$ cat src/rtl/vec_irq_pkg.sv
package vec_irq_pkg;
  localparam int unsigned SRC_EXT = 0;

  function automatic int unsigned vec_of_src(input int unsigned idx, input int unsigned stride);
    return (idx + 1) * stride;
  endfunction
endpackage

$ cat src/rtl/irq_edge_sync.sv
module irq_edge_sync #(
  parameter int unsigned STAGES = 2
) (
  input  logic clk_i,
  input  logic rst_ni,
  input  logic pin_i,
  output logic fall_o
);
  logic [STAGES-1:0] sync_q;
  logic              prev_q;

  generate
    if (STAGES > 1) begin : g_chain
      always_ff @(posedge clk_i or negedge rst_ni) begin
        if (!rst_ni) sync_q <= '1;
        else         sync_q <= {sync_q[STAGES-2:0], pin_i};
      end
    end else begin : g_single
      always_ff @(posedge clk_i or negedge rst_ni) begin
        if (!rst_ni) sync_q <= '1;
        else         sync_q <= pin_i;
      end
    end
  endgenerate

  always_ff @(posedge clk_i or negedge rst_ni) begin
    if (!rst_ni) prev_q <= 1'b1;
    else         prev_q <= sync_q[STAGES-1];
  end

  assign fall_o = prev_q & ~sync_q[STAGES-1];

  AST_FALL_ONE_CYCLE: assert property (@(posedge clk_i) disable iff (!rst_ni)
    fall_o |=> !fall_o);
endmodule

$ cat src/rtl/irq_pend.sv
module irq_pend #(
  parameter int unsigned NSRC = 3
) (
  input  logic            clk_i,
  input  logic            rst_ni,
  input  logic [NSRC-1:0] set_i,
  input  logic [NSRC-1:0] clr_i,
  output logic [NSRC-1:0] pend_o
);
  logic [NSRC-1:0] pend_q;

  generate
    for (genvar i = 0; i < NSRC; i++) begin : g_src
      // new event wins over a same-cycle clear
      always_ff @(posedge clk_i or negedge rst_ni) begin
        if (!rst_ni)       pend_q[i] <= 1'b0;
        else if (set_i[i]) pend_q[i] <= 1'b1;
        else if (clr_i[i]) pend_q[i] <= 1'b0;
      end

      AST_PEND_HOLD: assert property (@(posedge clk_i) disable iff (!rst_ni)
        pend_q[i] && !clr_i[i] |=> pend_q[i]);
      AST_PEND_CLEAR: assert property (@(posedge clk_i) disable iff (!rst_ni)
        clr_i[i] && !set_i[i] |=> !pend_q[i]);
      AST_PEND_CAUSE: assert property (@(posedge clk_i) disable iff (!rst_ni)
        !pend_q[i] && !set_i[i] |=> !pend_q[i]);
    end
  endgenerate

  assign pend_o = pend_q;
endmodule

$ cat src/rtl/irq_prio_sel.sv
module irq_prio_sel #(
  parameter int unsigned NSRC   = 3,
  parameter int unsigned ADDR_W = 13,
  parameter int unsigned STRIDE = 4
) (
  input  logic              clk_i,
  input  logic              rst_ni,
  input  logic [NSRC-1:0]   req_i,
  output logic [NSRC-1:0]   gnt_o,
  output logic              valid_o,
  output logic [ADDR_W-1:0] addr_o
);
  import vec_irq_pkg::*;

  always_comb begin
    gnt_o  = '0;
    addr_o = '0;
    for (int i = NSRC - 1; i >= 0; i--) begin
      if (req_i[i]) begin
        gnt_o     = '0;
        gnt_o[i]  = 1'b1;
        addr_o    = ADDR_W'(vec_of_src(i, STRIDE));
      end
    end
  end

  assign valid_o = |req_i;

  AST_GNT_ONEHOT: assert property (@(posedge clk_i) disable iff (!rst_ni)
    $onehot0(gnt_o));
  AST_GNT_IN_REQ: assert property (@(posedge clk_i) disable iff (!rst_ni)
    (gnt_o & ~req_i) == '0);

  generate
    for (genvar i = 1; i < NSRC; i++) begin : g_prio_chk
      AST_GNT_LOWEST: assert property (@(posedge clk_i) disable iff (!rst_ni)
        gnt_o[i] |-> req_i[i-1:0] == '0);
    end
  endgenerate
endmodule

$ cat src/rtl/vec_irq_ctrl.sv
module vec_irq_ctrl #(
  parameter int unsigned ADDR_W      = 13,
  parameter int unsigned NUM_TIMERS  = 2,
  parameter int unsigned SYNC_STAGES = 2,
  parameter int unsigned VEC_STRIDE  = 4
) (
  input  logic                  clk_i,
  input  logic                  rst_ni,
  input  logic                  ext_irq_i,
  input  logic [NUM_TIMERS-1:0] tmr_ovf_i,
  input  logic                  ext_en_i,
  input  logic [NUM_TIMERS-1:0] tmr_en_i,
  input  logic                  glb_en_i,
  input  logic                  stk_full_i,
  input  logic                  reti_i,
  output logic                  vec_load_o,
  output logic [ADDR_W-1:0]     vec_addr_o,
  output logic                  push_o,
  output logic                  gie_o,
  output logic [NUM_TIMERS:0]   pend_o
);
  localparam int unsigned NSRC = NUM_TIMERS + 1;

  logic              ext_fall;
  logic [NSRC-1:0]   src_set, src_en, pend, req, gnt, clr;
  logic              sel_valid, take;
  logic [ADDR_W-1:0] sel_addr;
  logic              rst_req_q, load_q, push_q, gie_q;
  logic [ADDR_W-1:0] addr_q;

  irq_edge_sync #(.STAGES(SYNC_STAGES)) i_sync (
    .clk_i, .rst_ni, .pin_i(ext_irq_i), .fall_o(ext_fall)
  );

  assign src_set = {tmr_ovf_i, ext_fall};
  assign src_en  = {tmr_en_i, ext_en_i};

  irq_pend #(.NSRC(NSRC)) i_pend (
    .clk_i, .rst_ni, .set_i(src_set), .clr_i(clr), .pend_o(pend)
  );

  assign req = pend & src_en;

  irq_prio_sel #(.NSRC(NSRC), .ADDR_W(ADDR_W), .STRIDE(VEC_STRIDE)) i_sel (
    .clk_i, .rst_ni, .req_i(req), .gnt_o(gnt), .valid_o(sel_valid), .addr_o(sel_addr)
  );

  assign take = sel_valid & gie_q & glb_en_i & ~stk_full_i & ~rst_req_q;
  assign clr  = take ? gnt : '0;

  always_ff @(posedge clk_i or negedge rst_ni) begin
    if (!rst_ni) begin
      rst_req_q <= 1'b1;
      load_q    <= 1'b1;
      push_q    <= 1'b0;
      addr_q    <= '0;
      gie_q     <= 1'b1;
    end else begin
      rst_req_q <= 1'b0;
      load_q    <= rst_req_q | take;
      push_q    <= take;
      addr_q    <= take ? sel_addr : '0;
      if (take)        gie_q <= 1'b0;
      else if (reti_i) gie_q <= 1'b1;
    end
  end

  assign vec_load_o = load_q;
  assign vec_addr_o = addr_q;
  assign push_o     = push_q;
  assign gie_o      = gie_q;
  assign pend_o     = pend;

  AST_RESET_VECTOR: assert property (@(posedge clk_i) disable iff (!rst_ni)
    vec_load_o && !push_o |-> vec_addr_o == '0);
  AST_VEC_ALIGN: assert property (@(posedge clk_i) disable iff (!rst_ni)
    push_o |-> (vec_addr_o != '0) && ((vec_addr_o % VEC_STRIDE) == 0)
               && (vec_addr_o <= ADDR_W'(NSRC * VEC_STRIDE)));
  AST_GLB_GATE: assert property (@(posedge clk_i) disable iff (!rst_ni)
    push_o |-> $past(glb_en_i));
  AST_STACK_BLOCK: assert property (@(posedge clk_i) disable iff (!rst_ni)
    push_o |-> !$past(stk_full_i));
  AST_PUSH_PULSE: assert property (@(posedge clk_i) disable iff (!rst_ni)
    push_o |=> !push_o);
  AST_PUSH_WITH_LOAD: assert property (@(posedge clk_i) disable iff (!rst_ni)
    push_o |-> vec_load_o && !gie_o);
  AST_RETI_OPENS: assert property (@(posedge clk_i) disable iff (!rst_ni)
    reti_i && !take |=> gie_o);
  AST_GIE_BLOCK: assert property (@(posedge clk_i) disable iff (!rst_ni)
    !gie_o |=> !push_o);

  generate
    if (NUM_TIMERS == 1) begin : g_one_timer
      AST_NO_THIRD_VECTOR: assert property (@(posedge clk_i) disable iff (!rst_ni)
        vec_load_o |-> vec_addr_o != ADDR_W'(3 * VEC_STRIDE));
    end
  endgenerate
endmodule

$ cat config.mk
export PLATFORM = sky130hd
export DESIGN_NAME = vec_irq_ctrl
export DESIGN_NICKNAME = d
export VERILOG_FILES = /design/src/rtl/vec_irq_pkg.sv /design/src/rtl/irq_edge_sync.sv /design/src/rtl/irq_pend.sv /design/src/rtl/irq_prio_sel.sv /design/src/rtl/vec_irq_ctrl.sv
export SDC_FILE = /design/constraint.sdc
export NUM_CORES = 1
export LEC_CHECK = 0
export ABC_AREA = 1
export BUFFER_PORTS_ARGS = -buffer_cell sky130_fd_sc_hd__buf_2
export CORE_MARGIN = 2
export CORE_UTILIZATION = 45
export CTS_BUF_LIST = sky130_fd_sc_hd__clkbuf_8 sky130_fd_sc_hd__clkbuf_16
export DETAILED_ROUTE_END_ITERATION = 7
export GPL_TIMING_DRIVEN = 0
export MAX_ROUTING_LAYER = met4
export PLACE_DENSITY = 0.77
export SETUP_SLACK_MARGIN = 0.05
export SYNTH_ARGS = -nofsm -noshare
export SYNTH_HDL_FRONTEND = slang
export SYNTH_HIERARCHICAL = 1
export SYNTH_SLANG_ARGS = --single-unit
$ cat constraint.sdc
create_clock -name clk_i -period 1.67 [get_ports clk_i]
set_clock_uncertainty 0.15 [all_clocks]
set_input_delay 0.167 -clock clk_i [delete_from_list [all_inputs] [get_ports clk_i]]
set_output_delay 0.167 -clock clk_i [all_outputs]
set_load 0.01 [all_outputs]
# Word-level counts from Yosys, hierarchy flattened
# Cells that the tools add are included.
# totals
register_bits	23
wordCells	41
in_bits	11
output_inout_bits	19
# classes
n_mux	16
bitwise_logic	10
n_reduce_logical	5
# op_table
op	count
13-bit 2-to-1 mux	1
3-bit 2-to-1 mux	4
4-bit 2-to-1 mux	3
1-bit 2-to-1 mux	8
2-bit nonzero test	4
1-bit bitwise AND	5
3-bit bitwise AND	1
1-bit NOT	3
3-bit OR reduction	1
1-bit bitwise OR	1

# Logic depth before layout (Yosys ltp)
# depth
word_depth	9
ltp_mapped	11

# Cells and area by module
# Netlist, hierarchy kept.
# modules_own_cells
module	cells_each	area_each_um2	n_inst
vec_irq_ctrl	69	683.2	1
irq_prio_sel	22	130.1	1
irq_pend	15	120.1	1
irq_edge_sync	5	88.8	1

# Worst setup path after synthesis
# OpenSTA, ideal clock, no wires.
# synth_timing
path_type	reg2reg
start	reg i_pend.pend_q[2], in the netlist i_pend/pend_o[2]
end	reg push_q, in the netlist push_o
t_arrival_ps	1129
required_time_ps	1402
path_buffers	1
setup_ps	118
setup_slack_ps	273
path_stages_with_launch	10
path_cell_list	dfrtp_1 > nand2_1 > inv_1 > nor2_1 > nand2_1 > nand2_1 > inv_2 > nand3_4 > buf_6 > inv_1
# synth_via
elab_chain_len	6
# synth_lines
item	line_no	text
start, declared	irq_pend.sv:10	logic [NSRC-1:0] pend_q;
start signal, assigned by index	irq_pend.sv:16	if (!rst_ni) pend_q[i] <= 1'b0;
start signal, assigned by index	irq_pend.sv:17	else if (set_i[i]) pend_q[i] <= 1'b1;
start signal, assigned by index	irq_pend.sv:18	else if (clr_i[i]) pend_q[i] <= 1'b0;
3-bit bitwise AND	vec_irq_ctrl.sv:42	assign req = pend & src_en;
net req[2]	vec_irq_ctrl.sv:25	logic [NSRC-1:0] src_set, src_en, pend, req, gnt, clr;
3-bit OR reduction	irq_prio_sel.sv:27	assign valid_o = |req_i;
net sel_valid	vec_irq_ctrl.sv:26	logic sel_valid, take;
1-bit bitwise AND (4 in series)	vec_irq_ctrl.sv:48	assign take = sel_valid & gie_q & glb_en_i & ~stk_full_i & ~rst_req_q;
net take	vec_irq_ctrl.sv:26	
end signal, assigned	vec_irq_ctrl.sv:61	push_q <= take;
end, declared	vec_irq_ctrl.sv:28	logic rst_req_q, load_q, push_q, gie_q;
# The timed path passes the listed nets, and every way through them passes these cells.
# A chain may end at the register's enable or synchronous reset.

# Worst setup path after layout
# Same ends and word-level chain as after synthesis.

==> out/results.ini <==
[outcome]
run_status = finished, final reports clean

[sta]
max-slew-margin-rel_pct = 66.5
worst-slew-pin-transition_ps = 502
finalHoldViolCount = 0
finalCritPeriodShare_pct = 90.7
period_minus_slack_ps = 1510
rsz0062_at_grt = true
fmax_ghz = 0.660
setup-violations-final = 0
slew_violations = 0
setup_total_negative_slack_ps = 0

[routing]
post-route-drc-count = 0
route.antenna.remaining_nets = 0
wire_per_inst_um = 8.84
dr.pass1.iters = 2
route.detailed.vias_per_inst = 3.85
postRouteWirelength_um = 1650
detail_route.iter0.violations = 5
routed-via-count = 717

[worst_setup_path]
timing.critical_path.slowest_cell_delay_ps = 410
timing.critical_path.cells = nand2_1 -> inv_1 -> nor2_1 -> nand2_1 -> nand2_1 -> inv_2 -> nand3_4 -> buf_6 -> inv_1
timing.critical_path.buf_inv = 4
start_kind = flop
worst_ep_arrival_time_ps = 1520
critical_path_class = reg -> reg
critical_path.max_fanout = 10
nature_of_the_critical_path_endpoint = flop
critical-path-top-delay-family = simple AND/OR/NAND/NOR gates
worst_ep_required_time_ps = 1680
cpMaxStageDelayCell = dfrtp_1
worst_path_most_repeated_cell = nand2_1

[finish]
design.final.nets = 170
layoutNonFillerInstCount = 186
antenna-diode-count = 0
synthToLayoutAreaGrowth_pct = 30.0
drive_gt1_share_pct = 43.7

[global_route]
grt_antenna_before_repair = 0
global_route_congestion_overflow_total = 0
grt_start_max_net_pins = 24
grt_usage_pct = 14.5
grt_pass1_wl_um = 2790
via_count_of_the_first_global_routing_pass = 671

[cts]
htreeDepth = 1
cts.reportedPaths.clkPinSlew_ps = 80
post_cts_buffers = 0
clk-insertion-delay-late_ps = 260
tritoncts.num_buffers = 3
clock_tree_root_driver_cell = clkbuf_8
tritoncts = yes
cts.path.max_buffers = 2
clock_sinks = 23

[min_path]
hold_path_class = in -> reg

[floorplanning]
die_h_um = 51.7
num_rows = 17
top_level_ports = 30
die-area_mm2 = 0.00267
initial_core_util_pct = 47.1
fp.dieW_um = 51.7
coreArea_mm2 = 0.00217

[yosys]
synth.lib_cells_used.distinct = 14
post_synth.cell_area_avg_um2 = 9.21
synth.cell_area_mm2 = 0.00102
synth_seq_cells = 23
synth_largest_type_area_fraction_pct = 41.6
synth_sequential_area_ratio_pct = 57.0
synth.top_cells.by_area = dfrtp_1, dfstp_2, inv_1
ys_warn_count = 6
netlist.top_cell.by_area = dfrtp_1
synthesis.instances = 111

[power_and_ir_drop]
power_leakage_nw = 0.765
power_density_mw_per_mm2 = 803
power.ir.vdd_worst_mv = 0.482

[job]
max-cap-violations = 0

[placed_design]
finalWeightedCongestion = 0.656
post-dp-hpwl_um = 1240
placed_cells = 178
placement.io_buffers = 29

## Yosys cell counts
cell     count
inv_2        2
inv_1       31
dfstp_2      6
buf_4       12
nand3_4      1
nor2_1      11
buf_6        1
nand2_1     15
conb_1       2
nor2_4       2
nand2_2      1
or2_2        1
dfrtp_1     17
nor2_2       9
## worst register-to-register path: stages, from the launching register on
cell and delay, ps:
dfrtp_1 410, nand2_1 80, inv_1 50, nor2_1 140
nand2_1 70, nand2_1 80, inv_2 50, nand3_4 130
buf_6 190, inv_1 50
## sequential cells by signal, summed over array words and instances, names as in the netlist
| name | flops |
|---|---|
| i_sync/prev_q | 1 |
| vec_load_o | 1 |
| gie_o | 1 |
| push_o | 1 |
| i_sync/sync_q | 2 |
| i_pend/pend_o | 3 |
| vec_addr_o | 13 |
| rst_req_q | 1 |
## routing by layer
layer / track usage (%) / routed length, µm / vias up
met5: - / 0 / -
met4: 3.95 / 0 / 0
met3: 4.89 / 103 / 0
met2: 25.0 / 879 / 21
met1: 16.2 / 662 / 326
li1: - / - / 370
## path summary, 6_finish.rpt
path | start | end | slack (ps) | depth (start not counted)
max in group asynchronous | rst_ni | rst_req_q | 750 | 2
hold reg to reg | i_sync/sync_q[0] | i_sync/sync_q[1] | 220 | 0
min in group asynchronous | rst_ni | i_pend/pend_o[1] | 260 | 2
setup / recovery | i_pend/pend_o[2] | push_o | 160 | 9
setup reg to reg | i_pend/pend_o[2] | push_o | 160 | 9
hold / removal | stk_full_i | vec_load_o | 5 | 4
## placed cells by master (no fill, tap or decap), drive strengths merged
master | netlist | routed
clkinv | 0 | 1
nand3 | 1 | 1
or2 | 1 | 1
dfrtp | 17 | 17
clkbuf | 0 | 3
nor2 | 22 | 22
buf | 13 | 42
inv | 33 | 33
nand2 | 16 | 16
dlygate4sd3 | 0 | 4
conb | 2 | 12
dfstp | 6 | 6
## where the power goes
group | switching [mW] | internal [mW] | total [mW] | leakage, nW
clock network | 0.165 | 0.166 | 0.331 | 0.0255
registers | 0.00816 | 0.584 | 0.592 | 0.283
logic | 0.0793 | 0.0655 | 0.145 | 0.456
total | 0.252 | 0.815 | 1.07 | 0.765
## per-stage QoR
step                instance area [µm²]  utilization, %  hold WS (ps)  power (mW)  worst slack [ps]
finish                             1330            61.2          4.61        1.07               155
global route                       1330            61.2          14.5        1.13              44.1
CTS                                1330            61.1          2.12        1.08               144
detailed placement                 1240            57.2          14.3       0.739               158
global placement                   1240            57.2          1.42       0.734               204
floorplan                          1060               -          -279       0.692               273
## final cells by class
| class | instances | area [µm²] |
|---|---|---|
| timing repair buffer | 33 | 185 |
| tap | 28 | 35.0 |
| multi-input combinational | 52 | 254 |
| inverter | 33 | 124 |
| fill | 199 | 841 |
| buffer | 13 | 101 |
| sequential | 23 | 583 |
| clock buffer | 3 | 41.3 |
| clock inverter | 1 | 5.00 |
## repair_timing
action,CTS,global route
hold buffers,4,0
gates resized for setup,0,1
endpoints found under the hold margin,20,0
endpoints found under the setup margin,0,1
## cells by family after synthesis
group         count (synthesis)  share of synthesized area (%)
buf+inv                      46                           22.0
simple gates                 40                           20.2
flops                        23                           57.0
other cells                   2                          0.735
Note: power is estimated with default switching activity, not from simulation.
